### config.mk
export PLATFORM = sky130hd
export DESIGN_NAME = sertx_dbuf
export DESIGN_NICKNAME = d
export VERILOG_FILES = /design/src/rtl/sertx_pkg.sv /design/src/rtl/sertx_baud.sv /design/src/rtl/sertx_holdbuf.sv /design/src/rtl/sertx_shifter.sv /design/src/rtl/sertx_dbuf.sv
export SDC_FILE = /design/constraint.sdc
export NUM_CORES = 1
export LEC_CHECK = 0
export BUFFER_PORTS_ARGS = -buffer_cell sky130_fd_sc_hd__buf_2
export CORE_MARGIN = 2
export CORE_UTILIZATION = 44
export CTS_BUF_LIST = sky130_fd_sc_hd__clkbuf_16
export CTS_CLUSTER_DIAMETER = 60
export DETAILED_ROUTE_END_ITERATION = 6
export RECOVER_POWER = 100
export SETUP_SLACK_MARGIN = 0.2
export SKIP_CTS_REPAIR_TIMING = 1
export SLEW_MARGIN = 0
export SYNTH_ARGS = -nofsm -noshare
export SYNTH_HDL_FRONTEND = slang
export SYNTH_SLANG_ARGS = --single-unit
export TNS_END_PERCENT = 100
### constraint.sdc
create_clock -name clk -period 5.2 [get_ports clk]
set_clock_uncertainty 0.2 [all_clocks]
set_input_delay 1.04 -clock clk [delete_from_list [all_inputs] [get_ports clk]]
set_output_delay 1.04 -clock clk [all_outputs]
set_load 0.02 [all_outputs]
### src/rtl/sertx_pkg.sv
package sertx_pkg;
    parameter int DATA_W  = 8;
    parameter int FRAME_W = DATA_W + 3;
    parameter int CNT_W   = $clog2(FRAME_W + 1);

    typedef enum logic [1:0] {
        SH_IDLE  = 2'd0,
        SH_ARMED = 2'd1,
        SH_SEND  = 2'd2
    } sh_state_e;

    typedef struct packed {
        logic [FRAME_W-1:0] bits;
        logic [CNT_W-1:0]   len;
    } frame_t;

    function automatic frame_t pack_frame(logic [DATA_W-1:0] d, logic nine, logic b9);
        frame_t f;
        f.bits = {1'b1, (nine ? b9 : 1'b1), d, 1'b0};
        f.len  = nine ? CNT_W'(DATA_W + 3) : CNT_W'(DATA_W + 2);
        return f;
    endfunction
endpackage

### src/rtl/sertx_baud.sv
module sertx_baud #(
    parameter int DIV_W   = 8,
    parameter int OS_FAST = 16,
    parameter int OS_SLOW = 64
) (
    input  logic             clk,
    input  logic             rst,
    input  logic             run,
    input  logic             fast,
    input  logic [DIV_W-1:0] divisor,
    output logic             bit_stb
);
    localparam int OS_W = $clog2(OS_SLOW);

    logic [DIV_W-1:0] cnt;
    logic [OS_W-1:0]  os_cnt;
    logic             tick;
    logic             os_last;

    assign tick    = run && (cnt == '0);
    assign os_last = fast ? (os_cnt == OS_W'(OS_FAST - 1)) : (os_cnt == OS_W'(OS_SLOW - 1));
    assign bit_stb = tick && os_last;

    always_ff @(posedge clk) begin
        if (rst || !run) begin
            cnt    <= divisor;
            os_cnt <= '0;
        end else if (tick) begin
            cnt    <= divisor;
            os_cnt <= os_last ? '0 : os_cnt + 1'b1;
        end else begin
            cnt <= cnt - 1'b1;
        end
    end
endmodule

### src/rtl/sertx_holdbuf.sv
module sertx_holdbuf #(
    parameter int W = 8
) (
    input  logic         clk,
    input  logic         rst,
    input  logic         wr_en,
    input  logic [W-1:0] wr_data,
    input  logic         take,
    output logic         full,
    output logic [W-1:0] data
);
    always_ff @(posedge clk) begin
        if (rst) begin
            full <= 1'b0;
            data <= '0;
        end else begin
            if (wr_en) begin
                data <= wr_data;
                full <= 1'b1;
            end else if (take) begin
                full <= 1'b0;
            end
        end
    end
endmodule

### src/rtl/sertx_shifter.sv
module sertx_shifter
    import sertx_pkg::*;
(
    input  logic   clk,
    input  logic   rst,
    input  logic   run,
    input  logic   bit_stb,
    input  logic   load,
    input  frame_t load_frame,
    output logic   line,
    output logic   empty
);
    sh_state_e          state;
    logic [FRAME_W-1:0] sr;
    logic [CNT_W-1:0]   left;

    assign empty = (state == SH_IDLE);

    always_ff @(posedge clk) begin
        if (rst || !run) begin
            state <= SH_IDLE;
            sr    <= '1;
            left  <= '0;
            line  <= 1'b1;
        end else begin
            case (state)
                SH_IDLE: if (load) begin
                    sr    <= load_frame.bits;
                    left  <= load_frame.len;
                    state <= SH_ARMED;
                end
                SH_ARMED: if (bit_stb) begin
                    line  <= sr[0];
                    sr    <= {1'b1, sr[FRAME_W-1:1]};
                    left  <= left - 1'b1;
                    state <= SH_SEND;
                end
                SH_SEND: if (bit_stb) begin
                    if (left == '0) begin
                        state <= SH_IDLE;
                    end else begin
                        line <= sr[0];
                        sr   <= {1'b1, sr[FRAME_W-1:1]};
                        left <= left - 1'b1;
                    end
                end
                default: state <= SH_IDLE;
            endcase
        end
    end
endmodule

### src/rtl/sertx_dbuf.sv
module sertx_dbuf
    import sertx_pkg::*;
#(
    parameter int DIV_W   = 8,
    parameter int OS_FAST = 16,
    parameter int OS_SLOW = 64
) (
    input  logic              clk,
    input  logic              rst,
    input  logic              wr_en,
    input  logic [DATA_W-1:0] wr_data,
    input  logic              tx_on,
    input  logic              port_on,
    input  logic              nine_bit,
    input  logic              ninth_val,
    input  logic              fast_sel,
    input  logic [DIV_W-1:0]  divisor,
    output logic              buf_empty,
    output logic              shift_empty,
    output logic              ser_out,
    output logic              ser_oe
);
    logic              run;
    logic              bit_stb;
    logic              hold_full;
    logic [DATA_W-1:0] hold_data;
    logic              take;
    frame_t            next_frame;

    assign run        = tx_on && port_on;
    assign take       = run && hold_full && shift_empty;
    assign next_frame = pack_frame(hold_data, nine_bit, ninth_val);
    assign buf_empty  = tx_on && !hold_full;
    assign ser_oe     = run;

    sertx_baud #(.DIV_W(DIV_W), .OS_FAST(OS_FAST), .OS_SLOW(OS_SLOW)) u_baud (
        .clk(clk), .rst(rst), .run(run), .fast(fast_sel),
        .divisor(divisor), .bit_stb(bit_stb)
    );

    sertx_holdbuf #(.W(DATA_W)) u_hold (
        .clk(clk), .rst(rst), .wr_en(wr_en), .wr_data(wr_data),
        .take(take), .full(hold_full), .data(hold_data)
    );

    sertx_shifter u_shift (
        .clk(clk), .rst(rst), .run(run), .bit_stb(bit_stb),
        .load(take), .load_frame(next_frame),
        .line(ser_out), .empty(shift_empty)
    );
endmodule

==> flow_summary.ini, run 1 <==
[floorplanning]
ios = 28
core_area_sq_um = 4320
num_rows = 24
floorplan.initialDensity = 0.455
fp.dieH_microns = 70.9
dieArea_sq_um = 5030
fp.dieW_microns = 70.9

[sta]
maxSlewHeadroom = 0.437
finalSetupViolCount = 0
number_of_hold_violations_in_the_final_report = 0
maxSlewViolCount = 0
period_needed_ns = 2.97
worst_slew_pin_tran_ns = 0.836
fmax_ghz = 0.337
setup_repair_after_global_routing_missed_its_margin = no
min_period_over_period = 0.571
totalNegativeSetupSlack_ns = 0
layout_setup_ws_ns = 2.23

[setup_path]
path_buf_inv = 1
worstPathRequired_ns = 5.17
critical_path.endpoint_type = flop
path_cells = inv_1 > ha_1 > or4b_1 > o41ai_1 > and3_1 > nand2_1 > a221o_1
crit_type = flop to flop
crit_start = u_baud.cnt[0]
startpoint_type = flop
path_delay_family = simple AND/OR/NAND/NOR gates
critical_path.reg2reg.startpoint = u_baud.cnt[0]
slowest_stage = sky130_fd_sc_hd__or4b_1
max_stage_delay_ns = 0.55
arrival_ns = 2.94
crit_path_max_fanout = 12

[route]
detail_route.vias_per_cell = 5.37
drt_pre_antenna_iters = 4
drcViolationCount = 0
wl_per_cell_microns = 13.3
drt_iter0_markers = 57
via_count = 1599
route.antenna.remaining_nets = 0
wl_mm = 3.98

[flow_run]
max-cap-violations = 0

[logic_synthesis]
dominantRegCellSynth = sky130_fd_sc_hd__dfxtp_1
synth_nets = 252
post_synth.cell_area_avg_sq_um = 8.95
yosys_register_bits = 40
synth-edff-count = 0
synth.cell_area_sq_um = 1970
ys_async_sr_fraction = 0
synth_cell_type_count = 45
synthesis.yosys.warnings = 0
post_syn_instances = 220
seq_area_frac_synth = 0.407

[worst_hold_path]
min-delay-start = u_shift.line
worst_hold_path_type = flop to flop

[layout]
area_occupied_by_multi_input_gates_sq_um = 1030
n_fill_cell = 433
regArea_sq_um = 801
layout-drive-gt1-share = 0.134
number_of_inserted_diodes = 0
layoutNonFillerInstCount = 298
nNetsFinal = 277
postLayoutCoreUtil = 0.508
syn2layout_area_growth_pct = 11.5

[clock_tree]
clock_tree.root_cell = sky130_fd_sc_hd__clkbuf_16
insertion_delay_ns = 0.28
tritoncts = built
number_of_clock_sinks_seen_by_cts = 40
clock_transition_time_at_the_flip_flop_clock_pins_of_the_worst_setup_and_hold_paths_ns = 0.06
clock_tree.htree_level_count = 2
clock_path_buffers = 2
cts_inserted_buffers = 5

[global_route]
grtUsageTotal = 0.173
global_route_total_overflow = 0
grt_start_max_net_pins = 18
grt_pass1_vias = 1542
global_route_wire_length_before_repair_mm = 7.02
grt_antenna_before_repair = 0

[power]
power.total_mw = 0.661
cellLeakagePower_nw = 0.894
vdd_ir_drop_max_v = 0.000155
power.density_cell_area_nw_per_um2 = 301

[place]
placedCellCount = 290
port_buffers = 27
place_hpwl_mm = 2.84
globalplace.congestion = 0.815
placement.setup.worst_slack_ns = 1.99

[outcome]
status = completed
## flip-flops by register name, summed over array words and instances (netlist names)
name and cells:
u_shift.line 1, u_hold.full 1, u_shift.sr 10, u_baud.cnt 8, u_baud.os_cnt 6, u_shift.state 2
u_hold.data 8, u_shift.left 4
## cells in the final DEF (no fill, tap or decap), drive strengths merged, types with 2 or more instances in the layout
cell | synthesis | final
xor2 | 4 | 4
nand2b | 2 | 2
mux2i | 9 | 9
o21ai | 17 | 17
a21oi | 16 | 16
ha | 8 | 8
a31oi | 2 | 2
nor2b | 7 | 7
nand2 | 16 | 16
o311ai | 2 | 2
and2 | 3 | 3
nand3 | 6 | 6
o41ai | 3 | 3
buf | 4 | 23
o31ai | 2 | 2
nor3 | 3 | 3
clkbuf | 6 | 10
nor3b | 3 | 3
and3 | 3 | 3
xnor2 | 5 | 5
or2 | 5 | 5
dfxtp | 40 | 40
nor2 | 25 | 25
a2111oi | 8 | 8
inv | 8 | 10
## cell usage after synthesis, types with 4 or more instances
cell type | count | area share
sky130_fd_sc_hd__o21ai_1 | 6 | 0.015
sky130_fd_sc_hd__a21oi_1 | 16 | 0.041
sky130_fd_sc_hd__or2_2 | 4 | 0.013
sky130_fd_sc_hd__clkbuf_1 | 6 | 0.011
sky130_fd_sc_hd__mux2i_1 | 9 | 0.046
sky130_fd_sc_hd__inv_1 | 8 | 0.015
sky130_fd_sc_hd__nand2_1 | 16 | 0.030
sky130_fd_sc_hd__xnor2_1 | 5 | 0.022
sky130_fd_sc_hd__xor2_1 | 4 | 0.018
sky130_fd_sc_hd__nor2b_1 | 7 | 0.022
sky130_fd_sc_hd__ha_1 | 8 | 0.051
sky130_fd_sc_hd__dfxtp_1 | 40 | 0.41
sky130_fd_sc_hd__nor2_1 | 25 | 0.048
sky130_fd_sc_hd__o21ai_0 | 10 | 0.025
sky130_fd_sc_hd__nand3_1 | 6 | 0.015
sky130_fd_sc_hd__a2111oi_2 | 6 | 0.046
## cells by family after synthesis
logic type      Yosys count  share of synthesized area
compound gates           57                      0.213
mux                       9                     0.0457
xor+xnor                  9                     0.0400
simple gates             79                      0.203
fa+ha+maj                 8                     0.0508
flops                    40                      0.407
buf+inv                  18                     0.0400
## final timing paths
path	to	slack, ns	cells after the start
max	u_shift.sr[0]	2.23	7
min	u_shift.line	0.27	1
max reg2reg	u_shift.sr[0]	2.23	7
min reg2reg	u_shift.line	0.27	1
## worst reg2reg max path: cells and delay by family, from the launching register on
kind / cells / cell delay, ns
adders and majority gates: 1 / 0.20
DFF: 1 / 0.32
buffers and inverters: 1 / 0.07
AOI/OAI and AO/OA: 2 / 0.79
and+or+nand+nor: 3 / 1.28
## per-layer routing
layer | GRT usage | vias up | wire, microns | share of wire
met5 | 0 | - | 0 | 0
met4 | 0.0755 | 0 | 55 | 0.014
met3 | 0.0313 | 6 | 122 | 0.031
met2 | 0.265 | 23 | 1730 | 0.43
met1 | 0.240 | 736 | 2070 | 0.52
li1 | - | 834 | - | -
## metrics by stage
stage | cell area, sq um | hold slack [ns]
floorplan | 1970 | 0.248
global placement | 2130 | 0.248
detailed placement | 2130 | 0.256
CTS | 2260 | 0.270
global route | 2200 | 0.296
finish | 2200 | 0.266
## where the power goes
| part | leakage [nW] | internal [mW] | switching [mW] |
|---|---|---|---|
| Sequential | 0.328 | 0.317 | 0.00709 |
| Combinational | 0.493 | 0.0231 | 0.0272 |
| Clock | 0.0738 | 0.173 | 0.114 |
## cell type report
class / instances / share of cell area
Clock buffer: 5 / 0.0570
Clock inverter: 3 / 0.00513
Inverter: 8 / 0.0137
Multi-Input combinational cell: 162 / 0.468
Sequential cell: 40 / 0.365
Tap cell: 52 / 0.0296
Timing Repair Buffer: 28 / 0.0621
No activity file was read; power rests on OpenSTA's default activity.
==> inputs of run 2 (changes only) <==
==> constraint.sdc (replaced) <==
create_clock -name clk -period 3.1 [get_ports clk]
set_clock_uncertainty 0.2 [all_clocks]
set_input_delay 0.62 -clock clk [delete_from_list [all_inputs] [get_ports clk]]
set_output_delay 0.62 -clock clk [all_outputs]
set_load 0.02 [all_outputs]
==> flow_summary.ini, run 2 (synthesis results as in run 1) <==
[setup_path]
regToRegEndpoint = u_shift.line
worstPathRequired_ns = 3.07
path_cells = inv_1 > ha_1 > or4b_1 > or4_1 > o31ai_1 > nand2_1 > a211o_1
rr_worst_depth = 7
r2r_slack_ns = 0.31
slowest_stage = sky130_fd_sc_hd__or4_1
max_stage_delay_ns = 0.62
arrival_ns = 2.76
critical_path.endpoint_type = flop
crit_type = flop to flop
crit_path_max_fanout = 6
critical_path.reg2reg.startpoint = u_baud.cnt[0]
startpoint_type = flop

[flow_run]
max-cap-violations = 0

[power]
power.density_cell_area_nw_per_um2 = 499
cellLeakagePower_nw = 0.901
vdd_ir_drop_max_v = 0.000306

[global_route]
global_route_wire_length_before_repair_mm = 7.22
global_route_total_overflow = 0
grt_pass1_vias = 1588
grt_antenna_before_repair = 0
grt_start_max_net_pins = 18
grtUsageTotal = 0.180

[sta]
maxSlewViolCount = 0
number_of_hold_violations_in_the_final_report = 0
min_period_over_period = 0.900
setup_repair_after_global_routing_missed_its_margin = no
maxSlewHeadroom = 0.527
finalSetupViolCount = 0
totalNegativeSetupSlack_ns = 0
fmax_ghz = 0.359
worst_slew_pin_tran_ns = 0.709
period_needed_ns = 2.79

[clock_tree]
cts_inserted_buffers = 5
clock_tree.root_cell = sky130_fd_sc_hd__clkbuf_16
clock_tree.htree_level_count = 2
number_of_clock_sinks_seen_by_cts = 40
clock_transition_time_at_the_flip_flop_clock_pins_of_the_worst_setup_and_hold_paths_ns = 0.06
insertion_delay_ns = 0.28
tritoncts = built
clock_path_buffers = 2

[floorplanning]
fp.dieH_microns = 70.9
num_rows = 24
floorplan.initialDensity = 0.455
ios = 28
fp.dieW_microns = 70.9
dieArea_sq_um = 5030
core_area_sq_um = 4320

[layout]
regArea_sq_um = 801
postLayoutCoreUtil = 0.516
layout-drive-gt1-share = 0.153
mostFrequentLayoutCells = sky130_fd_sc_hd__dfxtp_1, sky130_fd_sc_hd__nor2_1, sky130_fd_sc_hd__buf_2
area_occupied_by_multi_input_gates_sq_um = 1040
number_of_inserted_diodes = 0
postLayoutCellArea_sq_um = 2230
final_common_cell = sky130_fd_sc_hd__dfxtp_1
n_fill_cell = 442
largest_reg_flops = 10
layout_top_registers = u_shift.sr x10, u_baud.cnt x8, u_hold.data x8
nNetsFinal = 281
largest-register = u_shift.sr
syn2layout_area_growth_pct = 13.2

[route]
route.antenna.remaining_nets = 0
wl_per_cell_microns = 13.5
wl_mm = 4.06
detail_route.vias_per_cell = 5.43
via_count = 1635
drt_pre_antenna_iters = 4
drcViolationCount = 0
drt_iter0_markers = 123

[outcome]
status = completed

[place]
globalplace.congestion = 0.840
placedInstanceArea_sq_um = 2160
port_buffers = 27
place_hpwl_mm = 2.83

[worst_hold_path]
holdPathEnd = u_baud.os_cnt[1]
whs_path_depth = 2
min-delay-start = u_baud.os_cnt[1]
worst_hold_path_type = flop to flop
[run 2: stage by stage]
stage | power (mW) | hold slack, ns | std cells | setup slack (ns)
2_1_floorplan | 0.616 | 0.248 | 220 | 0.563
4_1_cts | 1.13 | 0.278 | 301 | 0.363
5_1_grt | 1.16 | 0.299 | 301 | 0.153
3_3_place_gp | 0.647 | 0.265 | 294 | 0.552
3_5_place_dp | 0.648 | 0.260 | 294 | 0.423
6_report | 1.11 | 0.275 | 301 | 0.311
[run 2: layer usage]
metal	global-route usage	wire (microns)
met1	0.246	2130
met2	0.283	1710
met3	0.0313	146
met4	0.0755	69
met5	0	0
[run 2: worst max-delay path: cells and delay by family, from the launching register on]
kind	cells	cell delay [ns]
flops	1	0.31
compound gates	2	0.63
simple gates	3	1.26
fa+ha+maj	1	0.20
buf+inv	1	0.07
[run 2: worst max-delay path by stage]
stage / to / cells after the start / start / slack (ns)
detailed placement: u_shift.left[3] / 8 / u_baud.cnt[0] / 0.42
finish: u_shift.line / 7 / u_baud.cnt[0] / 0.31
floorplan: u_shift.line / 8 / u_baud.cnt[0] / 0.56
global route: u_shift.line / 7 / u_baud.cnt[0] / 0.15
global placement: u_shift.left[3] / 8 / u_baud.cnt[0] / 0.55
CTS: u_shift.sr[2] / 8 / u_baud.cnt[0] / 0.36
[run 2: power by group]
part | total (mW) | switching [mW] | internal, mW
sequential | 0.544 | 0.0118 | 0.532
combinational | 0.0880 | 0.0475 | 0.0405
clock | 0.481 | 0.193 | 0.288
total | 1.11 | 0.252 | 0.860
[run 2: final cells by class]
class | instances | share of cell area
inverter | 8 | 0.0135
multi-input combinational | 162 | 0.466
tap | 52 | 0.0292
clock inverter | 2 | 0.00337
clock buffer | 5 | 0.0561
sequential | 40 | 0.359
timing repair buffer | 32 | 0.0730
